File: config.mk
export PLATFORM = sky130hd
export DESIGN_NAME = rtcSerialSlave
export DESIGN_NICKNAME = d
export VERILOG_FILES = /design/src/rtl/rtcSerialPkg.sv /design/src/rtl/rtcLinkSync.sv /design/src/rtl/rtcLinkCtrl.sv /design/src/rtl/rtcRegDatapath.sv /design/src/rtl/rtcSerialSlave.sv
export SDC_FILE = /design/constraint.sdc
export NUM_CORES = 1
export LEC_CHECK = 0
export BUFFER_PORTS_ARGS = -buffer_cell sky130_fd_sc_hd__buf_2
export CAP_MARGIN = 20
export CORE_ASPECT_RATIO = 2
export CORE_MARGIN = 2
export CORE_UTILIZATION = 40
export CTS_BUF_LIST = sky130_fd_sc_hd__clkbuf_2
export DETAILED_ROUTE_END_ITERATION = 10
export PLACE_DENSITY = 0.62
export SLEW_MARGIN = 20
export SYNTH_ARGS = -nofsm -noshare
export SYNTH_HDL_FRONTEND = slang
export SYNTH_SLANG_ARGS = --single-unit
File: constraint.sdc
create_clock -name clk -period 2.4 [get_ports clk]
set_input_delay 0.12 -clock clk [delete_from_list [all_inputs] [get_ports clk]]
set_output_delay 0.12 -clock clk [all_outputs]
set_load 0.01 [all_outputs]
File: src/rtl/rtcSerialPkg.sv
package rtcSerialPkg;
  localparam int DATA_W    = 32;
  localparam int ADDR_W    = 3;
  localparam int FRAME_W   = DATA_W + ADDR_W;
  localparam int BIT_CNT_W = $clog2(FRAME_W + 1) + 1;
  localparam int OUT_CNT_W = $clog2(DATA_W + 1);
  localparam int SEC_ADDR  = 0;
  localparam int ADJ_ADDR  = 2;
  localparam int GP_BASE   = 4;
  localparam int GP_WORDS  = 4;
  localparam int GP_IDX_W  = (GP_WORDS > 1) ? $clog2(GP_WORDS) : 1;

  typedef enum logic {ST_IDLE, ST_SHIFT} linkState_t;

  typedef struct packed {
    logic clearFrame;
    logic capture;
    logic commitWr;
    logic commitRd;
    logic shiftOut;
  } ctlStrobes_t;
endpackage

File: src/rtl/rtcLinkSync.sv
module rtcLinkSync #(
  parameter int STAGES = 2,
  parameter int WIDTH  = 3
) (
  input  logic             clk,
  input  logic             rstN,
  input  logic [WIDTH-1:0] rawIn,
  output logic [WIDTH-1:0] lvlOut,
  output logic [WIDTH-1:0] riseOut
);
  logic [STAGES*WIDTH-1:0] chain;
  logic [WIDTH-1:0]        prevLvl;

  generate
    if (STAGES == 1) begin : g_single
      always_ff @(posedge clk or negedge rstN) begin
        if (!rstN) chain <= '0;
        else       chain <= rawIn;
      end
    end else begin : g_multi
      always_ff @(posedge clk or negedge rstN) begin
        if (!rstN) chain <= '0;
        else       chain <= {chain[(STAGES-1)*WIDTH-1:0], rawIn};
      end
    end
  endgenerate

  assign lvlOut = chain[STAGES*WIDTH-1 -: WIDTH];

  always_ff @(posedge clk or negedge rstN) begin
    if (!rstN) prevLvl <= '0;
    else       prevLvl <= lvlOut;
  end

  assign riseOut = lvlOut & ~prevLvl;
endmodule

File: src/rtl/rtcLinkCtrl.sv
module rtcLinkCtrl
  import rtcSerialPkg::*;
(
  input  logic        clk,
  input  logic        rstN,
  input  logic        sclkRise,
  input  logic        senRise,
  input  logic        senLvl,
  input  logic        sdiLvl,
  output ctlStrobes_t strobes,
  output logic        readyOut
);
  linkState_t           state;
  logic [BIT_CNT_W-1:0] bitCnt;
  logic [OUT_CNT_W-1:0] outLeft;
  logic                 dirEvt;

  always_comb begin
    dirEvt = sclkRise && !senLvl && !senRise && (state == ST_IDLE) && (bitCnt != '0);
    strobes.clearFrame = senRise;
    strobes.capture    = sclkRise && senLvl && !senRise && (state == ST_IDLE);
    strobes.commitWr   = dirEvt && sdiLvl && (bitCnt == BIT_CNT_W'(FRAME_W));
    strobes.commitRd   = dirEvt && !sdiLvl && (bitCnt == BIT_CNT_W'(ADDR_W));
    strobes.shiftOut   = sclkRise && !senRise && (state == ST_SHIFT);
  end

  always_ff @(posedge clk or negedge rstN) begin
    if (!rstN) begin
      state   <= ST_IDLE;
      bitCnt  <= '0;
      outLeft <= '0;
    end else if (senRise) begin
      state   <= ST_IDLE;
      bitCnt  <= '0;
      outLeft <= '0;
    end else if (strobes.capture) begin
      if (bitCnt != '1) bitCnt <= bitCnt + 1'b1;
    end else if (dirEvt) begin
      bitCnt <= '0;
      if (strobes.commitRd) begin
        state   <= ST_SHIFT;
        outLeft <= OUT_CNT_W'(DATA_W);
      end
    end else if (strobes.shiftOut) begin
      outLeft <= outLeft - 1'b1;
      if (outLeft == OUT_CNT_W'(1)) state <= ST_IDLE;
    end
  end

  assign readyOut = (state == ST_IDLE);
endmodule

File: src/rtl/rtcRegDatapath.sv
module rtcRegDatapath
  import rtcSerialPkg::*;
(
  input  logic              clk,
  input  logic              rstN,
  input  logic              ppsTick,
  input  logic              sdiLvl,
  input  ctlStrobes_t       strobes,
  output logic              sdoOut,
  output logic [DATA_W-1:0] secValue
);
  logic [FRAME_W-1:0] inShift;
  logic [ADDR_W-1:0]  addr;
  logic [DATA_W-1:0]  wrData;
  logic [DATA_W-1:0]  secCount;
  logic [DATA_W-1:0]  adjWord;
  logic [DATA_W-1:0]  gpWord [GP_WORDS];
  logic [DATA_W-1:0]  rdData;
  logic [DATA_W-1:0]  outShift;
  logic [GP_IDX_W-1:0] gpIdx;

  assign addr   = inShift[ADDR_W-1:0];
  assign wrData = inShift[FRAME_W-1:ADDR_W];

  always_ff @(posedge clk or negedge rstN) begin
    if (!rstN)                   inShift <= '0;
    else if (strobes.clearFrame) inShift <= '0;
    else if (strobes.capture)    inShift <= {inShift[FRAME_W-2:0], sdiLvl};
  end

  // write load outranks the per-second increment
  always_ff @(posedge clk or negedge rstN) begin
    if (!rstN)                                                    secCount <= '0;
    else if (strobes.commitWr && addr == ADDR_W'(SEC_ADDR))       secCount <= wrData;
    else if (ppsTick)                                             secCount <= secCount + 1'b1;
  end

  always_ff @(posedge clk or negedge rstN) begin
    if (!rstN)                                               adjWord <= '0;
    else if (strobes.commitWr && addr == ADDR_W'(ADJ_ADDR))  adjWord <= wrData;
  end

  generate
    for (genvar i = 0; i < GP_WORDS; i++) begin : g_gp
      always_ff @(posedge clk or negedge rstN) begin
        if (!rstN)                                                gpWord[i] <= '0;
        else if (strobes.commitWr && addr == ADDR_W'(GP_BASE + i)) gpWord[i] <= wrData;
      end
    end
  endgenerate

  assign gpIdx = GP_IDX_W'(addr - ADDR_W'(GP_BASE));

  always_comb begin
    if (addr == ADDR_W'(SEC_ADDR))                                   rdData = secCount;
    else if (addr == ADDR_W'(ADJ_ADDR))                              rdData = adjWord;
    else if (int'(addr) >= GP_BASE && int'(addr) < GP_BASE + GP_WORDS) rdData = gpWord[gpIdx];
    else                                                             rdData = '0;
  end

  always_ff @(posedge clk or negedge rstN) begin
    if (!rstN) begin
      outShift <= '0;
      sdoOut   <= 1'b0;
    end else if (strobes.commitRd) begin
      outShift <= rdData;
    end else if (strobes.shiftOut) begin
      sdoOut   <= outShift[DATA_W-1];
      outShift <= {outShift[DATA_W-2:0], 1'b0};
    end
  end

  assign secValue = secCount;
endmodule

File: src/rtl/rtcSerialSlave.sv
module rtcSerialSlave
  import rtcSerialPkg::*;
#(
  parameter int SYNC_STAGES = 2
) (
  input  logic clk,
  input  logic rstN,
  input  logic ppsTick,
  input  logic sclkIn,
  input  logic senIn,
  input  logic sdiIn,
  output logic sdoOut,
  output logic readyOut
);
  logic [2:0]        lineLvl;
  logic [2:0]        lineRise;
  logic              sclkRise;
  logic              senRise;
  ctlStrobes_t       strobes;
  logic [DATA_W-1:0] secValue;

  rtcLinkSync #(.STAGES(SYNC_STAGES), .WIDTH(3)) sync_i (
    .clk    (clk),
    .rstN   (rstN),
    .rawIn  ({sdiIn, senIn, sclkIn}),
    .lvlOut (lineLvl),
    .riseOut(lineRise)
  );

  assign sclkRise = lineRise[0];
  assign senRise  = lineRise[1];

  rtcLinkCtrl ctrl_i (
    .clk     (clk),
    .rstN    (rstN),
    .sclkRise(sclkRise),
    .senRise (senRise),
    .senLvl  (lineLvl[1]),
    .sdiLvl  (lineLvl[2]),
    .strobes (strobes),
    .readyOut(readyOut)
  );

  rtcRegDatapath dp_i (
    .clk     (clk),
    .rstN    (rstN),
    .ppsTick (ppsTick),
    .sdiLvl  (lineLvl[2]),
    .strobes (strobes),
    .sdoOut  (sdoOut),
    .secValue(secValue)
  );
endmodule

==> results.md <==
- Status: finished, final reports clean
- Share of the synthesized area in the top cell type: 0.549
- Die Span Y: 258 um
- Hold_sp: ppsTick
- Final hold viol count: 0
- Final Cell Area: between 10000 and 15000 um^2
- Multi-input gate area: 5510 um^2
- Htree depth: 2
- Mapped Nets: approximately 1.0k
- Post-route clock skew: 0.0709 ns
- Async S/R FF share, synth: 1.00
- Final setup margin: about 0.22 ns
- PD cells: 601 nW/um^2
- RSZ-0062 raised after global routing: false
- Final Wtd Congestion: around 0.78
- Routed length on met1: 10800 um
- MaxCap Viol Count: 0
- Storage cell area: 7060 um^2
- Initial antenna violation count: 1
- Largest net degree at the start of global routing: 87
- CTS tree: yes
- Area Overhead vs Synth: 10.4%
- Count of flip-flops with a built-in enable after synthesis: 0
- R2r setup slk: 0.22 ns
- DR WL met3: 1350 um
- Worst hold path class: in2reg
- IO Port Bufs: 7
- Crit path max fanout: 46
- Horiz. Die Dim: 131 um
- Post-synth cell types: 48
- Share of cells above drive strength 1: 0.331
- Cts bufs inserted: just under 60
- CTS max path bufs: 3
- Via-to-Cell Ratio: 5.53
- Via count: roughly 8.5k
- Post-CTS Resized: 0
- DP Area: ~14000 um^2
- Synth Area per Inst: about 12 um^2
- Clk sinks: 282
- CP max stage cell: dfrtp_1
- Worst path cell trace: nor4b_4 > buf_4 > nand3_1 > nor4b_4 > buf_12 > buf_4 > o21ai_0
- WP data required: 3.11 ns
- Met2 Wirelength: 17600 um
- Critical path buffers and inverters: 3
- Worst VDD drop: 0.324 mV
- P_leak: 6.68 nW
- Initial DRC Count: 433
- Place WS: ~0.26 ns
- Clock root buffer: clkbuf_2
- Biggest cell delay along the critical path: between 0.4 and 0.5 ns
- Worst slew margin: 0.526
- Yosys Warn Count: 0
- CP Class: reg2reg
- Final min period: around 2.2 ns
- Gr ovfl total: 0
- Crit path arrival time: approximately 2.9 ns
- Worst-Margin Slew: ~0.71 ns
- Core Util, Final: 0.450
- Routed WL per cell: between 20 and 25 um
- Worst setup SP type: flop
- # rows: about 90
- Post-CTS Setup Repair Bufs: 0
- Top FF cell, synth: dfrtp_1
- Area of the mapped netlist: 12900 um^2
- DIE AREA: 33700 um^2
- Ports: 8
- Reg clk slew, reported paths: 0.11 ns
- DRT Wirelength: 30900 um
- Synth Instances: 1033
- Top post-synthesis cells by area: dfrtp_1 (55%), mux2_2 (16%), mux4_2 (5.6%), nand2_1 (3.7%), a22oi_1 (3.7%)
- Dpl hpwl: 19500 um
- DRC: 0
- Max-slew violations: 0
- Worst setup EP type: flop
- R2R Path Start: sync_i.chain[4]
- Initial Utilization: 0.408
- DP Cell Count: 1441
- Final nets: 1098
- Final period utilization: 0.906
- Vias in the first global route: 8914
- Top Layer Used: met4
- Layout fillers: 2946
- Core area: 31500 um^2
- Worst reg2reg endpoint: dp_i.secValue[22]
- Critical path's top delay family: simple AND/OR/NAND/NOR gates
- Final antenna-violating net count: 0
- Synthesis-stage register bit count: about 280
- Setup TNS Final: 0 ns
- Clk Latency, worst-skew pair: 0.89 ns
- TritonRoute pass-1 iters: 4
- Final setup violation count: 0
- FMAX: 460 MHz
- Hold path depth: 4
- First-pass GRT wire length: 49000 um
- Worst Hold Path EP: dp_i.secValue[0]
- Post-Layout Cell Count: 1543
- Area leader, netlist: dfrtp_1
- Register area share after synthesis: 0.549
- Total Routing Usage GR: 0.189
- R2R cell count: 7
[cells by family (layout without fill, tap and decap cells)]
kind of cell / Yosys count / in the layout / share of synthesized area
flops: 282 / 282 / 0.549
mux: 224 / 224 / 0.224
xor+xnor: 32 / 32 / 0.0218
fa+ha+maj: 5 / 5 / 0.00487
simple gates: 251 / 251 / 0.0958
compound gates: 165 / 165 / 0.0792
buf+inv: 74 / 160 / 0.0255
other cells: 0 / 1 / 0
[sequential cells by signal, summed over array words and instances, names as in the netlist]
| signal | cells |
|---|---|
| ctrl_i.bitCnt | 7 |
| ctrl_i.outLeft | 6 |
| ctrl_i.state | 1 |
| dp_i.adjWord | 32 |
| dp_i.gpWord | 128 |
| dp_i.inShift | 35 |
| dp_i.outShift | 32 |
| dp_i.sdoOut | 1 |
| dp_i.secValue | 32 |
| sync_i.chain | 6 |
| sync_i.prevLvl | 2 |
[metrics by stage]
step	total power, W	hold slack, ns
floorplan	0.00553	-0.176
global placement	0.00584	0.160
detailed placement	0.00585	0.172
CTS	0.00868	0.129
global route	0.00900	0.179
finish	0.00853	0.207
[timing repair]
action | in CTS | in global routing
setup endpoints to repair | 0 | 0
hold endpoints to repair | 299 | 0
hold buffers | 9 | 0
[report_power, final]
group	switching [W]	internal [W]	leakage, nW
registers	0.000183	0.00487	3.79
logic	0.000387	0.000329	2.51
clock network	0.00174	0.00103	0.375
total	0.00231	0.00622	6.68
[final cells by class]
cell class | count | share of cell area
Clock inverter | 7 | 0.00397
Timing Repair Buffer | 58 | 0.0405
Multi-Input combinational cell | 677 | 0.388
Tap cell | 423 | 0.0373
Sequential cell | 282 | 0.497
Inverter | 10 | 0.00264
Antenna cell | 1 | 0.000176
Clock buffer | 85 | 0.0300
[layer usage]
metal,up-vias,track usage
li1,3888,-
met1,4381,0.196
met2,183,0.364
met3,79,0.0263
met4,0,0.0848
met5,-,0
[synthesized netlist by cell type (all sizes together) (4+ instances only)]
| cell | instances |
|---|---|
| a21oi | 15 |
| or3 | 4 |
| nand3 | 40 |
| xnor2 | 19 |
| o21ai | 75 |
| mux4 | 32 |
| dfrtp | 282 |
| buf | 27 |
| mux2 | 190 |
| nor2 | 17 |
| nor4 | 5 |
| a22oi | 63 |
| inv | 10 |
| xor2 | 13 |
| nand2 | 128 |
| and4 | 7 |
| and3 | 8 |
| nor3 | 13 |
| ha | 5 |
| clkbuf | 37 |
| nand4 | 13 |
[worst max-delay path by stage]
stage	startpoint	end	slack (ns)	cells after the start
3_3_place_gp	dp_i.inShift[0]	dp_i.outShift[23]	0.32	4
6_report	sync_i.chain[4]	dp_i.secValue[22]	0.22	7
5_1_grt	sync_i.chain[4]	dp_i.secValue[16]	0.09	8
2_1_floorplan	sync_i.chain[4]	dp_i.gpWord[64]	0.39	7
4_1_cts	dp_i.inShift[0]	dp_i.outShift[12]	0.22	4
3_5_place_dp	sync_i.chain[4]	dp_i.secValue[18]	0.26	7
[worst reg2reg max path: cells and delay by family, from the launching register on]
kind	cells	cell delay, ns
buffers and inverters	3	0.72
AO/OA/AOI/OAI	1	0.13
flip-flops	1	0.47
AND/OR/NAND/NOR	3	0.73
[layout by cell type, fill, tap and decap left out, drive strengths merged, types with 2 or more instances in the layout]
| master | instances |
|---|---|
| nor2b | 2 |
| nor3 | 13 |
| o31ai | 2 |
| clkinv | 5 |
| clkbuf | 85 |
| dlygate4sd3 | 9 |
| xor2 | 13 |
| a21o | 2 |
| or3 | 4 |
| a21oi | 15 |
| nand2b | 3 |
| and3 | 8 |
| nand3 | 40 |
| mux4 | 32 |
| mux2 | 190 |
| and2 | 2 |
| buf | 49 |
| nor4 | 5 |
| ha | 5 |
| inv | 10 |
| and4 | 7 |
| nand4 | 13 |
| a31oi | 2 |
| nand2 | 128 |
| mux2i | 2 |
| nor4b | 2 |
| xnor2 | 19 |
| or4 | 3 |
| a22oi | 63 |
| o21ai | 75 |
| nor2 | 17 |
| dfrtp | 282 |
No activity file was read; power rests on OpenSTA's default activity.
